[config.mk]
export PLATFORM = sky130hd
export DESIGN_NAME = smram_gate
export DESIGN_NICKNAME = d
export VERILOG_FILES = /design/src/rtl/smr_pkg.sv /design/src/rtl/smr_cfg_regs.sv /design/src/rtl/smr_tseg.sv /design/src/rtl/smr_route.sv /design/src/rtl/smram_gate.sv
export SDC_FILE = /design/constraint.sdc
export NUM_CORES = 1
export LEC_CHECK = 0
export ABC_AREA = 1
export BUFFER_PORTS_ARGS = -buffer_cell sky130_fd_sc_hd__clkbuf_2
export CAP_MARGIN = 0
export CELL_PAD_IN_SITES_DETAIL_PLACEMENT = 0
export CELL_PAD_IN_SITES_GLOBAL_PLACEMENT = 1
export CORE_MARGIN = 8
export CORE_UTILIZATION = 38
export CTS_CLUSTER_DIAMETER = 150
export DETAILED_ROUTE_END_ITERATION = 8
export PLACE_DENSITY_LB_ADDON = 0.1
export SETUP_SLACK_MARGIN = 0.2
export SYNTH_ARGS = -nofsm -noshare
export SYNTH_HDL_FRONTEND = slang
export SYNTH_HIERARCHICAL = 1
export SYNTH_SLANG_ARGS = --single-unit
[constraint.sdc]
create_clock -name clk -period 4.7 [get_ports clk]
set_clock_uncertainty 0.1 [all_clocks]
set_input_delay 0.94 -clock clk [delete_from_list [all_inputs] [get_ports clk]]
set_output_delay 0.94 -clock clk [all_outputs]
set_load 0.02 [all_outputs]
[src/rtl/smr_pkg.sv]
package smr_pkg;
  typedef enum logic [1:0] {
    RT_NONE = 2'd0,
    RT_RAM  = 2'd1,
    RT_PCI  = 2'd2,
    RT_HOLE = 2'd3
  } route_e;

  localparam int CTL_OPEN = 6;
  localparam int CTL_LOCK = 4;
  localparam int CTL_GEN  = 3;
  localparam int EXT_HI   = 7;
  localparam int EXT_SZ   = 1;
  localparam int EXT_TEN  = 0;

  typedef struct packed {
    logic       open;
    logic       lock;
    logic       gen;
    logic       hi;
    logic       ten;
    logic [1:0] szc;
  } cfg_t;
endpackage

[src/rtl/smr_cfg_regs.sv]
module smr_cfg_regs
  import smr_pkg::*;
#(
  parameter logic [7:0] CTL_FULL_MASK = 8'h58,
  parameter logic [7:0] CTL_LOCK_MASK = 8'h00,
  parameter logic [7:0] EXT_FULL_MASK = 8'h87,
  parameter logic [7:0] EXT_LOCK_MASK = 8'h00
) (
  input  logic       clk,
  input  logic       rst,
  input  logic       wr_en,
  input  logic       wr_sel,
  input  logic [7:0] wr_data,
  output logic [7:0] ctl_q,
  output logic [7:0] ext_q,
  output cfg_t       cfg
);
  logic       locked;
  logic [7:0] ctl_mask, ext_mask;
  logic [7:0] ctl_nxt, ext_nxt;

  assign locked   = ctl_q[CTL_LOCK];
  assign ctl_mask = locked ? CTL_LOCK_MASK : CTL_FULL_MASK;
  assign ext_mask = locked ? EXT_LOCK_MASK : EXT_FULL_MASK;

  always_comb begin
    ctl_nxt = (ctl_q & ~ctl_mask) | (wr_data & ctl_mask);
    if (ctl_nxt[CTL_LOCK]) ctl_nxt[CTL_OPEN] = 1'b0;
    ext_nxt = (ext_q & ~ext_mask) | (wr_data & ext_mask);
  end

  always_ff @(posedge clk) begin
    if (rst) begin
      ctl_q <= '0;
      ext_q <= '0;
    end else if (wr_en) begin
      if (!wr_sel) ctl_q <= ctl_nxt;
      else         ext_q <= ext_nxt;
    end
  end

  assign cfg.open = ctl_q[CTL_OPEN];
  assign cfg.lock = ctl_q[CTL_LOCK];
  assign cfg.gen  = ctl_q[CTL_GEN];
  assign cfg.hi   = ext_q[EXT_HI];
  assign cfg.ten  = ext_q[EXT_TEN];
  assign cfg.szc  = ext_q[EXT_SZ +: 2];


  lock_sticky_chk: assert property (@(posedge clk) disable iff (rst)
    ctl_q[CTL_LOCK] |=> ctl_q[CTL_LOCK]);

  lock_open_chk: assert property (@(posedge clk) disable iff (rst)
    ctl_q[CTL_LOCK] |-> !ctl_q[CTL_OPEN]);

  ctl_frozen_chk: assert property (@(posedge clk) disable iff (rst)
    ctl_q[CTL_LOCK] |=> ((ctl_q & ~CTL_LOCK_MASK) == ($past(ctl_q) & ~CTL_LOCK_MASK)));

  ext_frozen_chk: assert property (@(posedge clk) disable iff (rst)
    ctl_q[CTL_LOCK] |=> ((ext_q & ~EXT_LOCK_MASK) == ($past(ext_q) & ~EXT_LOCK_MASK)));
endmodule

[src/rtl/smr_tseg.sv]
module smr_tseg
  import smr_pkg::*;
#(
  parameter int AW          = 32,
  parameter int EXT_TSEG_MB = 16
) (
  input  cfg_t          cfg,
  input  logic [AW-1:0] addr,
  input  logic [AW-1:0] low_mem_size,
  output logic          hit
);
  localparam int SW = AW + 1;

  logic [15:0]   size_mb;
  logic [SW-1:0] size_b, low_x, base_x;
  logic          active;

  always_comb begin
    unique case (cfg.szc)
      2'd0:    size_mb = 16'd1;
      2'd1:    size_mb = 16'd2;
      2'd2:    size_mb = 16'd8;
      default: size_mb = 16'(EXT_TSEG_MB);
    endcase
  end

  assign active = cfg.ten && cfg.gen;
  assign size_b = SW'(size_mb) << 20;
  assign low_x  = {1'b0, low_mem_size};
  assign base_x = (size_b > low_x) ? '0 : (low_x - size_b);
  assign hit    = active && ({1'b0, addr} >= base_x) && (addr < low_mem_size);
endmodule

[src/rtl/smr_route.sv]
module smr_route
  import smr_pkg::*;
#(
  parameter int            AW        = 32,
  parameter logic [AW-1:0] LOW_BASE  = 32'h000A_0000,
  parameter logic [AW-1:0] HIGH_BASE = 32'hFEDA_0000,
  parameter logic [AW-1:0] WIN_BYTES = 32'h0002_0000
) (
  input  logic          clk,
  input  logic          rst,
  input  logic          smm,
  input  logic [AW-1:0] addr,
  input  cfg_t          cfg,
  input  logic          tseg_hit,
  output route_e        route_q
);
  localparam logic [AW-1:0] LOW_LAST  = LOW_BASE + WIN_BYTES - 1'b1;
  localparam logic [AW-1:0] HIGH_LAST = HIGH_BASE + WIN_BYTES - 1'b1;

  logic   in_low, in_high;
  route_e route_d;

  assign in_low  = (addr >= LOW_BASE)  && (addr <= LOW_LAST);
  assign in_high = (addr >= HIGH_BASE) && (addr <= HIGH_LAST);

  always_comb begin
    route_d = RT_NONE;
    if (in_low) begin
      if (smm) route_d = (cfg.gen && !cfg.hi) ? RT_RAM : RT_PCI;
      else     route_d = (cfg.open && !cfg.hi) ? RT_RAM : RT_PCI;
    end else if (in_high) begin
      if (smm) route_d = (cfg.gen && cfg.hi) ? RT_RAM : RT_NONE;
      else     route_d = (cfg.open && cfg.hi) ? RT_RAM : RT_NONE;
    end else if (tseg_hit) begin
      route_d = smm ? RT_RAM : RT_HOLE;
    end
  end

  always_ff @(posedge clk) begin
    if (rst) route_q <= RT_NONE;
    else     route_q <= route_d;
  end


  hole_normal_chk: assert property (@(posedge clk) disable iff (rst)
    (route_q == RT_HOLE) |-> !$past(smm));

  smm_gen_off_chk: assert property (@(posedge clk) disable iff (rst)
    (smm && !cfg.gen && (in_low || in_high)) |=> (route_q != RT_RAM));

  closed_normal_chk: assert property (@(posedge clk) disable iff (rst)
    (!smm && !cfg.open && (in_low || in_high)) |=> (route_q != RT_RAM));

  window_only_chk: assert property (@(posedge clk) disable iff (rst)
    (!in_low && !in_high && !tseg_hit) |=> (route_q == RT_NONE));
endmodule

[src/rtl/smram_gate.sv]
module smram_gate
  import smr_pkg::*;
#(
  parameter int            AW            = 32,
  parameter int            EXT_TSEG_MB   = 16,
  parameter logic [AW-1:0] LOW_BASE      = 32'h000A_0000,
  parameter logic [AW-1:0] HIGH_BASE     = 32'hFEDA_0000,
  parameter logic [AW-1:0] WIN_BYTES     = 32'h0002_0000,
  parameter logic [7:0]    CTL_FULL_MASK = 8'h58,
  parameter logic [7:0]    CTL_LOCK_MASK = 8'h00,
  parameter logic [7:0]    EXT_FULL_MASK = 8'h87,
  parameter logic [7:0]    EXT_LOCK_MASK = 8'h00
) (
  input  logic          clk,
  input  logic          rst,
  input  logic          wr_en,
  input  logic          wr_sel,
  input  logic [7:0]    wr_data,
  input  logic          smm,
  input  logic [AW-1:0] addr,
  input  logic [AW-1:0] low_mem_size,
  output logic [7:0]    ctl_q,
  output logic [7:0]    ext_q,
  output logic [1:0]    route_q
);
  cfg_t   cfg;
  logic   tseg_hit;
  route_e route;

  smr_cfg_regs #(
    .CTL_FULL_MASK(CTL_FULL_MASK), .CTL_LOCK_MASK(CTL_LOCK_MASK),
    .EXT_FULL_MASK(EXT_FULL_MASK), .EXT_LOCK_MASK(EXT_LOCK_MASK)
  ) u_regs (
    .clk(clk), .rst(rst), .wr_en(wr_en), .wr_sel(wr_sel), .wr_data(wr_data),
    .ctl_q(ctl_q), .ext_q(ext_q), .cfg(cfg)
  );

  smr_tseg #(.AW(AW), .EXT_TSEG_MB(EXT_TSEG_MB)) u_tseg (
    .cfg(cfg), .addr(addr), .low_mem_size(low_mem_size), .hit(tseg_hit)
  );

  smr_route #(
    .AW(AW), .LOW_BASE(LOW_BASE), .HIGH_BASE(HIGH_BASE), .WIN_BYTES(WIN_BYTES)
  ) u_route (
    .clk(clk), .rst(rst), .smm(smm), .addr(addr), .cfg(cfg),
    .tseg_hit(tseg_hit), .route_q(route)
  );

  assign route_q = route;
endmodule

Word-level counts from Yosys, hierarchy flattened
Cells that the tools add are included.
{"block": "op_classes", "add_sub_neg": 1, "magnitude_cmp": 7, "eq_ne": 2, "n_mux": 15, "bitwise_logic": 9, "n_reduce_logical": 13}
{"operator": "32-bit by 33-bit >= comparator with 1-bit output", "n": 1}
{"operator": "33-bit two-way mux", "n": 1}
{"operator": "32-bit by 25-bit subtractor with 33-bit output", "n": 1}
{"operator": "8-bit AND", "n": 4}
{"operator": "32-bit by 20-bit >= comparator with 1-bit output, second input constant", "n": 1}
{"operator": "32-bit >= comparator, second input constant", "n": 1}
{"operator": "25-bit by 32-bit > comparator with 1-bit output", "n": 1}
{"operator": "32-bit by 20-bit <= comparator with 1-bit output, second input constant", "n": 1}
{"operator": "32-bit <= comparator, second input constant", "n": 1}
{"operator": "32-bit less-than comparator", "n": 1}
{"operator": "2-bit two-way mux", "n": 8}
{"operator": "8-bit inverter", "n": 2}
{"operator": "8-bit bitwise OR", "n": 2}
{"operator": "5-bit one-hot mux with 3 select lines", "n": 1}
{"operator": "1-bit logical AND", "n": 9}
{"operator": "8-bit two-way mux", "n": 1}
{"operator": "7-bit two-way mux", "n": 1}
{"operator": "2-bit AND reduction", "n": 2}
{"operator": "1-bit two-way mux", "n": 3}
{"operator": "2-bit by 1-bit == test with 1-bit output, second input constant", "n": 1}
{"operator": "2-bit == test, second input constant", "n": 1}
{"operator": "2-bit zero test", "n": 1}
{"operator": "1-bit zero test", "n": 1}
{"operator": "1-bit inverter", "n": 1}
{"block": "totals", "regBits": 18, "wordCells": 50}

Longest topological paths before layout
Gate-level depths: netlist (run 1).
{"block": "logic_depth", "word_depth": 10, "depth_mapped": 29}

By module
Netlist (run 1), hierarchy kept.
{"module": "smr_tseg", "instances": 1, "cells_per_inst": 341, "area_per_inst_um2": 2130.8, "seq_area_each_um2": 0.0}
{"module": "smr_cfg_regs", "instances": 1, "cells_per_inst": 54, "area_per_inst_um2": 402.9, "seq_area_each_um2": 140.1}
{"module": "smr_route", "instances": 1, "cells_per_inst": 64, "area_per_inst_um2": 305.3, "seq_area_each_um2": 40.0}

Worst setup path after synthesis (run 1)
OpenSTA, ideal clock, no wires.
{"block": "synth_path", "kind": "input port to flip-flop", "from": "input low_mem_size[20]", "to": "register u_route.route_q[0]", "setup_ns": 0.066, "arrival_ns": 3.357, "t_required_ns": 4.534, "setup_slack_ns": 1.177, "path_stages": 22, "path_buffers": 0, "cell_sequence": "inv_1 ha_1 fa_1 inv_1 nor2_1 o21ai_2 nand2_1 nand3_1 inv_1 nand2_1 nand3_2 ha_1 nand2_1 nor3_1 nand4_1 nand3b_1 nand2_1 a21oi_1 nand2_1 nand2_1 nand2_1 a21oi_2"}
{"block": "synth_between", "elab_chain_len": 8, "word_cells_on_any_way": 10, "classes_between": "add/sub: 1; order compare: 3; mux: 4; reduce/logical: 2"}
{"element": "start, declared", "line_no": "smram_gate.sv:21", "source": "input logic [AW-1:0] low_mem_size,"}
{"element": "32-bit by 25-bit subtractor with 33-bit output / 25-bit by 32-bit > comparator with 1-bit output (equally long branches)", "line_no": "smr_tseg.sv:30", "source": "assign base_x = (size_b > low_x) ? '0 : (low_x - size_b);"}
{"element": "33-bit two-way mux", "line_no": "smr_tseg.sv:30"}
{"element": "32-bit by 33-bit >= comparator with 1-bit output", "line_no": "smr_tseg.sv:31", "source": "assign hit = active && ({1'b0, addr} >= base_x) && (addr < low_mem_size);"}
{"element": "1-bit logical AND", "line_no": "smr_tseg.sv:31"}
{"element": "1-bit logical AND (*)", "line_no": "smr_tseg.sv:31"}
{"element": "net tseg_hit", "line_no": "smram_gate.sv:27", "source": "logic tseg_hit;"}
{"element": "2-bit two-way mux (*)", "line_no": "smr_route.sv:34", "source": "end else if (tseg_hit) begin"}
{"element": "2-bit two-way mux (*)", "line_no": "smr_route.sv:31", "source": "end else if (in_high) begin"}
{"element": "2-bit two-way mux (*)", "line_no": "smr_route.sv:28", "source": "if (in_low) begin"}
{"element": "end signal, assigned", "line_no": "smr_route.sv:41", "source": "else route_q <= route_d;"}
{"element": "end, declared", "line_no": "smr_route.sv:15", "source": "output route_e route_q"}
The timed path passes the listed nets; every way through them passes the cells marked *.
A chain may end at the register's enable or synchronous reset.

Worst setup path in the final report (run 1)
{"block": "layout_path", "from": "input low_mem_size[24]", "to": "register u_route.route_q[0]"}
Same word-level chain as after synthesis.

==> results of run 1 <==
==> routing by layer <==
layer,wire length (um),GRT usage [%]
met5,0,0
met4,82,2.93
met3,425,2.45
met2,3040,22.9
met1,3600,18.4
==> path summary, 6_finish.rpt <==
kind | from | endpoint | slack (ns)
max | low_mem_size[24] | u_route/route_q[0]$_SDFF_PP0_ | 0.83
min | flop | flop | 0.38
max reg2reg | flop | u_route/route_q[0]$_SDFF_PP0_ | 1.02
min reg2reg | flop | flop | 0.38
==> cells in the mapped netlist, drive strengths merged <==
cell type	instances	share of area (%)
a211oi	1	0.26
a21o	2	0.53
a21oi	38	6.8
a31oi	1	0.22
buf	19	5.4
conb	1	0.13
dfxtp	9	6.3
fa	1	0.71
ha	67	30
inv	78	10
nand2	128	18
nand3	21	4.8
nand3b	4	1.1
nand4	16	4.1
nor2	49	7.0
nor3	3	0.53
nor3b	1	0.26
o21a	1	0.26
o21ai	15	3.0
o21bai	1	0.26
o31a	1	0.31
or2	2	0.44
==> placed cells by master, fill, tap and decap left out, types with 2 or more instances in the layout <==
master                     synthesis  final
sky130_fd_sc_hd__a21o_1            2      2
sky130_fd_sc_hd__a21oi_1          37     37
sky130_fd_sc_hd__clkbuf_2          0     84
sky130_fd_sc_hd__clkbuf_8          0      3
sky130_fd_sc_hd__conb_1            1      9
sky130_fd_sc_hd__dfxtp_1           9      9
sky130_fd_sc_hd__ha_1             67     67
sky130_fd_sc_hd__inv_1            75     75
sky130_fd_sc_hd__inv_2             3      3
sky130_fd_sc_hd__nand2_1         121    121
sky130_fd_sc_hd__nand2_2           6      6
sky130_fd_sc_hd__nand3_1          15     15
sky130_fd_sc_hd__nand3_2           6      6
sky130_fd_sc_hd__nand3b_1          4      4
sky130_fd_sc_hd__nand4_1          15     15
sky130_fd_sc_hd__nor2_1           45     45
sky130_fd_sc_hd__nor2_2            3      3
sky130_fd_sc_hd__nor3_1            3      3
sky130_fd_sc_hd__o21ai_0          12     12
sky130_fd_sc_hd__o21ai_2           3      3
==> through the flow <==
stage,power [mW],std cells,hold slack (ns)
detailed placement,0.333,632,0.381
global placement,0.331,632,0.381
floorplan,0.258,467,0.348
global route,0.473,636,0.415
finish,0.420,636,0.378
CTS,0.427,636,0.386
==> power breakdown <==
part | switching (mW) | leakage, nW | total (mW) | internal, mW
Combinational | 0.145 | 1.91 | 0.248 | 0.104
Clock | 0.0300 | 0.0228 | 0.0891 | 0.0591
Sequential | 0.00265 | 0.0733 | 0.0822 | 0.0796
==> critical path: cells and delay by family <==
| kind | cells | cell delay, ns |
|---|---|---|
| AOI/OAI and AO/OA | 3 | 0.53 |
| adders and majority gates | 2 | 0.60 |
| and+or+nand+nor | 17 | 1.50 |
| buffers and inverters | 3 | 0.35 |
==> logic make-up after synthesis <==
family          Yosys count  share of synthesized area (%)
buf+inv                  97                           15.7
fa+ha+maj                68                           30.2
compound gates           60                           11.7
flops                     9                           6.35
other cells               1                          0.132
simple gates            224                           35.8
==> final cells by class <==
type	count	area [um^2]	area share (%)
timing repair buffer	85	440	13.2
clock buffer	4	45.0	1.35
inverter	78	293	8.81
multi-input combinational	361	2240	67.4
sequential	9	180	5.42
tap	99	124	3.73
==> results_dict.tcl, run 1 <==
set metrics [dict create \
    outcome "finished, final reports clean" \
    dr_total_vias 2920 \
    core_area_mm2 0.00725 \
    grt_start_max_net_pins 18 \
    hold_path_class "reg2reg" \
    cp.arrival_ns 3.94 \
    mappedNetlistArea_mm2 0.00284 \
    dp_hpwl_um 6560 \
    hold_violations 0 \
    critical_path_peak_fanout 17 \
    starting_utilization_of_the_core_area_pct 39.1 \
    synth.yosys.warnings 6 \
    end_kind "flop" \
    cts.repair.resized 0 \
    final_layout_size_suffix_gt1_share_pct 21.2 \
    timing.setup.tns_ns 0 \
    grt_setup_unrepaired "false" \
    area_growth_syn_to_layout_pct 17.1 \
    worstPathRequired_ns 4.77 \
    num-fill-cells 806 \
    globalRouteOverflowTotal 0 \
    drt_wirelength_um 7150 \
    cts_buffers 3 \
    grt_pass1_wl_um 12200 \
    most_frequent_cell_on_the_critical_path "sky130_fd_sc_hd__nand2_1" \
    die_x_um 102 \
    clk_path_buf_depth 2 \
    drt_pass1_iterations 5 \
    ir_worst_vdd_v 0.000165 \
    ys_types 33 \
    startpoint_type_of_the_worst_setup_path "primary input" \
    initialDrtViolationCount 57 \
    routed_via_density 4.59 \
    placement_setup_slack_ns 0.506 \
    synth_area_per_cell_um2 6.19 \
    top_level_ports 95 \
    cellLeakagePower_nw 2.01 \
    synth_sequential_area_ratio_pct 6.35 \
    syn_inst 459 \
    gp_routability_congestion 0.792 \
    cts_root_buf "sky130_fd_sc_hd__clkbuf_8" \
    fp-row-count 31 \
    placed_area_mm2 0.00328 \
    clock_pin_slew_on_the_worst_setup_and_hold_paths_ns 0.04 \
    grt_pass1_vias 2878 \
    maxSlewViolCount 0 \
    antenna_violating_nets_post_route 0 \
    drc 0 \
    maximum_clock_rate_ghz 0.258 \
    p_per_area_mw_per_mm2 126 \
    die_span_y_um 102 \
    n_antenna_cell 0 \
    crit_slowest_cell "sky130_fd_sc_hd__ha_1" \
    groute.usage.overall_pct 13.9 \
    port_buffers 84 \
    min_period_over_period_pct 82.4 \
    ctsHtreeMaxLevel 1 \
    final.setup.worst_slack_ns 0.826 \
    clk-insertion-delay-late_ns 0.23 \
    fin_nets 683 \
    route.detailed.wl_per_inst_um 11.2 \
    post-cts-setup-buffer-count 0 \
    clkSinkCount 9 \
    worst-r2r-cell-count 27 \
    setup-violations-final 0 \
    tritoncts_clock_tree "done" \
    final_cell_area_mm2 0.00332 \
    maxCapViolations 0 \
    synth_seq_cells 9 \
    finalWorstPathRequiredPeriod_ns 3.87 \
    grt_antenna_before_repair 0 \
    cp_slowest_stage_delay_ns 0.32 \
    final_core_utilization_pct 45.8 \
    worstSetupPathType "in2reg" \
    min_delay_path_depth 2 \
    cts_hold_buffers 0 \
    die_area_mm2 0.0105 \
]
Power figures use the tool's default switching activity.
==> inputs of run 2 (changes only) <==
CORE_UTILIZATION = 35   (was 38)
clock period = 3.9 ns   (was 4.7 ns; I/O delays follow)
==> run 2 against run 1 <==
  * Die area grew 7.2%
  * Final cell count increased by 2.7%
  * Flip-flop and latch count did not move
  * Non-clock buffer count rose by 11
  * Routed wire length is 8.0% higher
  * Via count increased by 2.4%
  * Utilization decreased by 1.1 points
  * Critical path type unchanged
  * Critical endpoint is now u_route/route_q[1]$_SDFF_PP0_
  * Largest cell class unchanged
  * Highest routed layer unchanged
==> results_dict.tcl, run 2 (same netlist as run 1, synthesis figures left out) <==
set metrics [dict create \
    outcome "finished, final reports clean" \
    route.detailed.wl_per_inst_um 11.8 \
    groute.usage.overall_pct 13.0 \
    placement_setup_slack_ns 0.0165 \
    grt_util_met1_pct 17.3 \
    end_kind "flop" \
    timing.setup.tns_ns 0 \
    critical_path_peak_fanout 9 \
    use_met3_pct 2.66 \
    ctsHtreeMaxLevel 1 \
    port_buffers 84 \
    grt_setup_unrepaired "true" \
    final_common_cell "sky130_fd_sc_hd__nand2_1" \
    placed_area_mm2 0.00332 \
    grt.busiest_layer "met2" \
    grt_antenna_before_repair 0 \
    final_layout_size_suffix_gt1_share_pct 26.5 \
    maximum_clock_rate_ghz 0.286 \
    dr_total_vias 2991 \
    groute.layer.met2.usage_pct 21.8 \
    r2r-end "u_route/route_q[1]$_SDFF_PP0_" \
    worstPathRequired_ns 3.96 \
    die_area_mm2 0.0112 \
    num-fill-cells 896 \
    hold_violations 0 \
    clk_path_buf_depth 2 \
    cts_buffers 3 \
    setup-violations-final 0 \
    die_x_um 106 \
    grt_pass1_vias 2964 \
    final_cell_area_mm2 0.00360 \
    gp_routability_congestion 0.775 \
    worst-r2r-cell-count 25 \
    min_period_over_period_pct 89.6 \
    worstSetupPathType "in2reg" \
    dp_hpwl_um 6730 \
    clock_pin_slew_on_the_worst_setup_and_hold_paths_ns 0.04 \
    drt_wirelength_um 7720 \
    ir_worst_vdd_v 0.000213 \
    cellLeakagePower_nw 2.10 \
    timing.critical_path.from "low_mem_size[24]" \
    clk-insertion-delay-late_ns 0.23 \
    initialDrtViolationCount 69 \
    globalRouteOverflowTotal 0 \
    cts_root_buf "sky130_fd_sc_hd__clkbuf_8" \
    grt_pass1_wl_um 12600 \
    startpoint_type_of_the_worst_setup_path "primary input" \
    starting_utilization_of_the_core_area_pct 35.3 \
    area_growth_syn_to_layout_pct 26.9 \
    hold_path_class "reg2reg" \
    drt_pass1_iterations 4 \
    layout_common_cells "sky130_fd_sc_hd__nand2_1 (117), sky130_fd_sc_hd__clkbuf_2 (84), sky130_fd_sc_hd__inv_1 (75)" \
    grt_start_max_net_pins 19 \
    drc 0 \
    cp_slowest_stage_delay_ns 0.28 \
    r2r_setup_slack_ns 0.51 \
    finalWorstPathRequiredPeriod_ns 3.49 \
    final.setup.worst_slack_ns 0.407 \
    n_antenna_cell 0 \
    fp-row-count 33 \
    cp.arrival_ns 3.55 \
    maxSlewViolCount 0 \
    maxCapViolations 0 \
    antenna_violating_nets_post_route 0 \
    die_span_y_um 106 \
    fin_nets 694 \
    most_frequent_cell_on_the_critical_path "sky130_fd_sc_hd__nand2_1" \
    min_delay_path_depth 2 \
    p_per_area_mw_per_mm2 145 \
    tritoncts_clock_tree "done" \
    routed_via_density 4.58 \
    top_level_ports 95 \
    clkSinkCount 9 \
    crit_slowest_cell "sky130_fd_sc_hd__ha_4" \
    core_area_mm2 0.00805 \
]
[run 2: cell count changes in the layout (fill, tap and decap cells not counted), sizes merged]
cell / previous run / this run
buf: 1 / 10
clkbuf: 88 / 90
[run 2: area by class of cell]
class,count,area [um^2],area share (%)
timing repair buffer,96,583,16.2
sequential,9,183,5.07
clock buffer,4,45.0,1.25
multi-input combinational,361,2370,65.7
inverter,78,293,8.12
tap,105,131,3.65
[run 2: report_power, final]
part	leakage (nW)	internal (mW)	switching [mW]
Sequential	0.0742	0.0963	0.00341
Combinational	2.01	0.134	0.185
Clock	0.0228	0.0708	0.0326
Total	2.10	0.301	0.221
[run 2: what timing repair did]
| item | in CTS | in global routing |
|---|---|---|
| setup buffers | 0 | 6 |
| hold buffers | 0 | 0 |
| endpoints found under the setup margin | 0 | 2 |
| resized for setup | 0 | 24 |
[run 2: worst max path at each step]
stage	cells past startpoint	slack (ns)	end
5_1_grt	25	0.18	u_route/route_q[0]$_SDFF_PP0_
3_5_place_dp	25	0.02	u_route/route_q[0]$_SDFF_PP0_
2_1_floorplan	22	0.54	u_route/route_q[0]$_SDFF_PP0_
3_3_place_gp	25	0.06	u_route/route_q[0]$_SDFF_PP0_
6_report	25	0.41	u_route/route_q[1]$_SDFF_PP0_
4_1_cts	25	0.26	u_route/route_q[0]$_SDFF_PP0_
[run 2: stage by stage]
stage	std cells	power (mW)	util [%]	hold WS (ns)
after floorplan	467	0.311	-	0.348
after global placement	641	0.400	41.3	0.381
after detailed placement	641	0.404	41.3	0.383
after CTS	645	0.512	41.8	0.387
after global routing	653	0.592	44.8	0.411
final	653	0.523	44.8	0.381
[run 2: metal layers]
layer	vias to the layer above	part of all wire (%)
met5	-	0
met4	0	0.27
met1	1279	49
met3	4	5.4
met2	60	45
li1	1648	-
[run 2: worst max-delay path, delay by kind of cell]
family | cells | cell delay, ns
AND/OR/NAND/NOR | 15 | 1.17
adder cells (fa/ha/maj) | 2 | 0.56
buffers and inverters | 5 | 0.55
AO/OA/AOI/OAI | 3 | 0.47
==> inputs of run 3 (changes only) <==
CORE_UTILIZATION = 36   (was 35)
CTS_BUF_LIST = sky130_fd_sc_hd__clkbuf_4   (was default)
==> run 3 against run 2 <==
  * Utilization down 0.65 points
  * Highest routed layer is now met3
  * Die area down 2.4%
  * Via count down 0.53%
  * Hold slack better by 0.011 ns
  * Largest power group unchanged
  * Design area down 5.9%
  * Critical path depth down 1
==> results_dict.tcl, run 3 (same netlist as run 1, synthesis figures left out) <==
set metrics [dict create \
    hold_path_startpoint "u_regs/ctl_q[6]$_SDFFE_PP0P_" \
    groute.layer.met2.usage_pct 21.5 \
    clock_pin_slew_on_the_worst_setup_and_hold_paths_ns 0.06 \
    use_met3_pct 2.40 \
    dr_total_vias 2975 \
    grt_setup_unrepaired "false" \
    antenna_violating_nets_post_route 0 \
    cp.arrival_ns 3.47 \
    layout_common_cells "sky130_fd_sc_hd__nand2_1 (120), sky130_fd_sc_hd__clkbuf_2 (84), sky130_fd_sc_hd__inv_1 (75)" \
    critical_path_buf_inv_count 4 \
    grt_start_max_net_pins 18 \
    finalWorstPathRequiredPeriod_ns 3.38 \
    final.setup.worst_slack_ns 0.522 \
    top_level_ports 95 \
    gp_routability_congestion 0.805 \
    power.sequential.fraction_pct 20.5 \
    cts_buffers 3 \
    power.combinational.fraction_pct 63.4 \
    tritoncts_clock_tree "done" \
    die_area_mm2 0.0110 \
    p_per_area_mw_per_mm2 143 \
    hold_violations 0 \
    crit_slowest_cell "sky130_fd_sc_hd__fa_1" \
    die_x_um 105 \
    grt_util_met1_pct 17.0 \
    share_clk_of_total_power_pct 16.1 \
    globalRouteOverflowTotal 0 \
    grt_antenna_before_repair 0 \
    final_cell_area_mm2 0.00339 \
    worstSetupPathType "in2reg" \
    finalHoldWorstSlack_ns 0.392 \
    grt.busiest_layer "met2" \
    total_switching_power_uw 213 \
    r2r_setup_slack_ns 0.59 \
    final_core_utilization_pct 44.1 \
    finish.cell_count_without_fillers 642 \
    fin_nets 686 \
    route.detailed.wl_per_inst_um 11.3 \
    most_frequent_cell_on_the_critical_path "sky130_fd_sc_hd__nand2_1" \
    groute.usage.overall_pct 12.7 \
    placed_area_mm2 0.00331 \
    dp_hpwl_um 6680 \
    startpoint_type_of_the_worst_setup_path "primary input" \
    worstPathRequired_ns 3.99 \
    hold_end "u_regs/ctl_q[6]$_SDFFE_PP0P_" \
    worst-r2r-cell-count 27 \
    grt_pass1_vias 2874 \
    starting_utilization_of_the_core_area_pct 36.9 \
    n_antenna_cell 0 \
    port_buffers 84 \
    min_period_over_period_pct 86.6 \
    drc 0 \
    cts_root_buf "sky130_fd_sc_hd__clkbuf_4" \
    routed_via_density 4.63 \
    drt_wirelength_um 7280 \
    r2r-end "u_route/route_q[0]$_SDFF_PP0_" \
    critical_path_peak_fanout 3 \
    critical_path.cell_chain "clkbuf_2, inv_1, ha_1, fa_1, inv_1, nor2_1, o21ai_2, or2_2, nand3_2, ha_1, nand2_1, inv_1, nand4_1, nor2_2, nand2_1, nand3_1, nand2_1, nand2_1, nand2_1, a21oi_2, nand2_1, nand2_1, nand2_1, a21oi_2" \
    fin_total_pwr_uw 484 \
    grt_pass1_wl_um 12200 \
    min_delay_path_depth 2 \
    cp_slowest_stage_delay_ns 0.39 \
    critPathTopFamily "simple AND/OR/NAND/NOR gates" \
    maximum_clock_rate_ghz 0.296 \
    initialDrtViolationCount 77 \
    hold_path_class "reg2reg" \
    drt_pass1_iterations 4 \
    maxCapViolations 0 \
    ir_worst_vdd_v 0.000220 \
    placement_setup_slack_ns 0.0715 \
    ctsHtreeMaxLevel 1 \
    maxSlewViolCount 0 \
    die_span_y_um 105 \
    end_kind "flop" \
    fp-row-count 32 \
    core_area_mm2 0.00769 \
    outcome "finished, final reports clean" \
    clkSinkCount 9 \
    final_common_cell "sky130_fd_sc_hd__nand2_1" \
    cellLeakagePower_nw 2.03 \
    clk_path_buf_depth 2 \
    clk-insertion-delay-late_ns 0.25 \
    area_growth_syn_to_layout_pct 19.4 \
    switching_share_pct 44.1 \
    setup-violations-final 0 \
    final_layout_size_suffix_gt1_share_pct 23.7 \
    power.internal_uw 271 \
    timing.setup.tns_ns 0 \
    placed_cells 637 \
]
==> run 3: changes by cell type in the layout (fill, tap and decap cells not counted), moves of 3 or more <==
cell | previous run | this run
sky130_fd_sc_hd__clkbuf_8 | 3 | 0
sky130_fd_sc_hd__buf_4 | 7 | 2
sky130_fd_sc_hd__clkbuf_4 | 0 | 4
sky130_fd_sc_hd__ha_4 | 5 | 1
sky130_fd_sc_hd__nand2_1 | 117 | 120
sky130_fd_sc_hd__ha_1 | 61 | 66
==> run 3: power by group through the flow <==
| stage | Sequential [mW] | Combinational, mW | Clock (mW) |
|---|---|---|---|
| after floorplan | 0.100 | 0.210 | 0 |
| after global placement | 0.101 | 0.298 | 0 |
| after detailed placement | 0.101 | 0.303 | 0 |
| after CTS | 0.0990 | 0.305 | 0.0815 |
| after global routing | 0.0998 | 0.357 | 0.0876 |
| final | 0.0993 | 0.307 | 0.0778 |
==> run 3: worst reg2reg max path, stage by stage (launching register included) <==
cell and delay [ns]:
sky130_fd_sc_hd__dfxtp_2 0.37, sky130_fd_sc_hd__inv_1 0.09, sky130_fd_sc_hd__nor2_4 0.11, sky130_fd_sc_hd__inv_1 0.05
sky130_fd_sc_hd__ha_1 0.26, sky130_fd_sc_hd__nand2_1 0.06, sky130_fd_sc_hd__nand2_1 0.10, sky130_fd_sc_hd__nand2_2 0.10
sky130_fd_sc_hd__nand4_4 0.11, sky130_fd_sc_hd__nor2_2 0.04, sky130_fd_sc_hd__nand2_2 0.10, sky130_fd_sc_hd__buf_12 0.15
sky130_fd_sc_hd__nand2_1 0.07, sky130_fd_sc_hd__ha_1 0.28, sky130_fd_sc_hd__nand2_1 0.09, sky130_fd_sc_hd__nor2_2 0.13
sky130_fd_sc_hd__nand4_1 0.12, sky130_fd_sc_hd__nor2_2 0.16, sky130_fd_sc_hd__nand2_1 0.07, sky130_fd_sc_hd__nand3_1 0.06
sky130_fd_sc_hd__nand2_1 0.05, sky130_fd_sc_hd__nand2_1 0.05, sky130_fd_sc_hd__nand2_1 0.06, sky130_fd_sc_hd__a21oi_2 0.18
sky130_fd_sc_hd__nand2_1 0.07, sky130_fd_sc_hd__nand2_1 0.05, sky130_fd_sc_hd__nand2_1 0.06, sky130_fd_sc_hd__a21oi_2 0.11
==> run 3: timing repair <==
action / in CTS / in global routing
gates resized for setup: 0 / 11
buffers inserted: 0 / 1
hold buffers: 0 / 0
setup endpoints to repair: 0 / 2
==> run 3: worst max path at each step <==
stage	from	to	slack [ns]	cells past startpoint
after floorplan	low_mem_size[20]	u_route/route_q[0]$_SDFF_PP0_	0.54	22
after global placement	low_mem_size[24]	u_route/route_q[0]$_SDFF_PP0_	0.06	25
after detailed placement	low_mem_size[24]	u_route/route_q[0]$_SDFF_PP0_	0.07	25
after CTS	flop	u_route/route_q[0]$_SDFF_PP0_	0.32	27
after global routing	low_mem_size[20]	u_route/route_q[0]$_SDFF_PP0_	0.21	24
final	low_mem_size[20]	u_route/route_q[0]$_SDFF_PP0_	0.52	24
==> run 3: routing by layer <==
layer	part of all wire [%]	up-vias	wire [um]
met2	45	60	3290
met3	4.8	0	350
met5	0	-	0
met1	50	1282	3640
met4	0	0	0
li1	-	1633	-
==> run 3: area by class of cell <==
type	instances	area, um^2
clock buffers	4	30.0
well taps	102	128
flip-flops and latches	9	183
fillers	878	4300
multi-input cells	361	2280
repair buffers	88	475
inverters	78	293
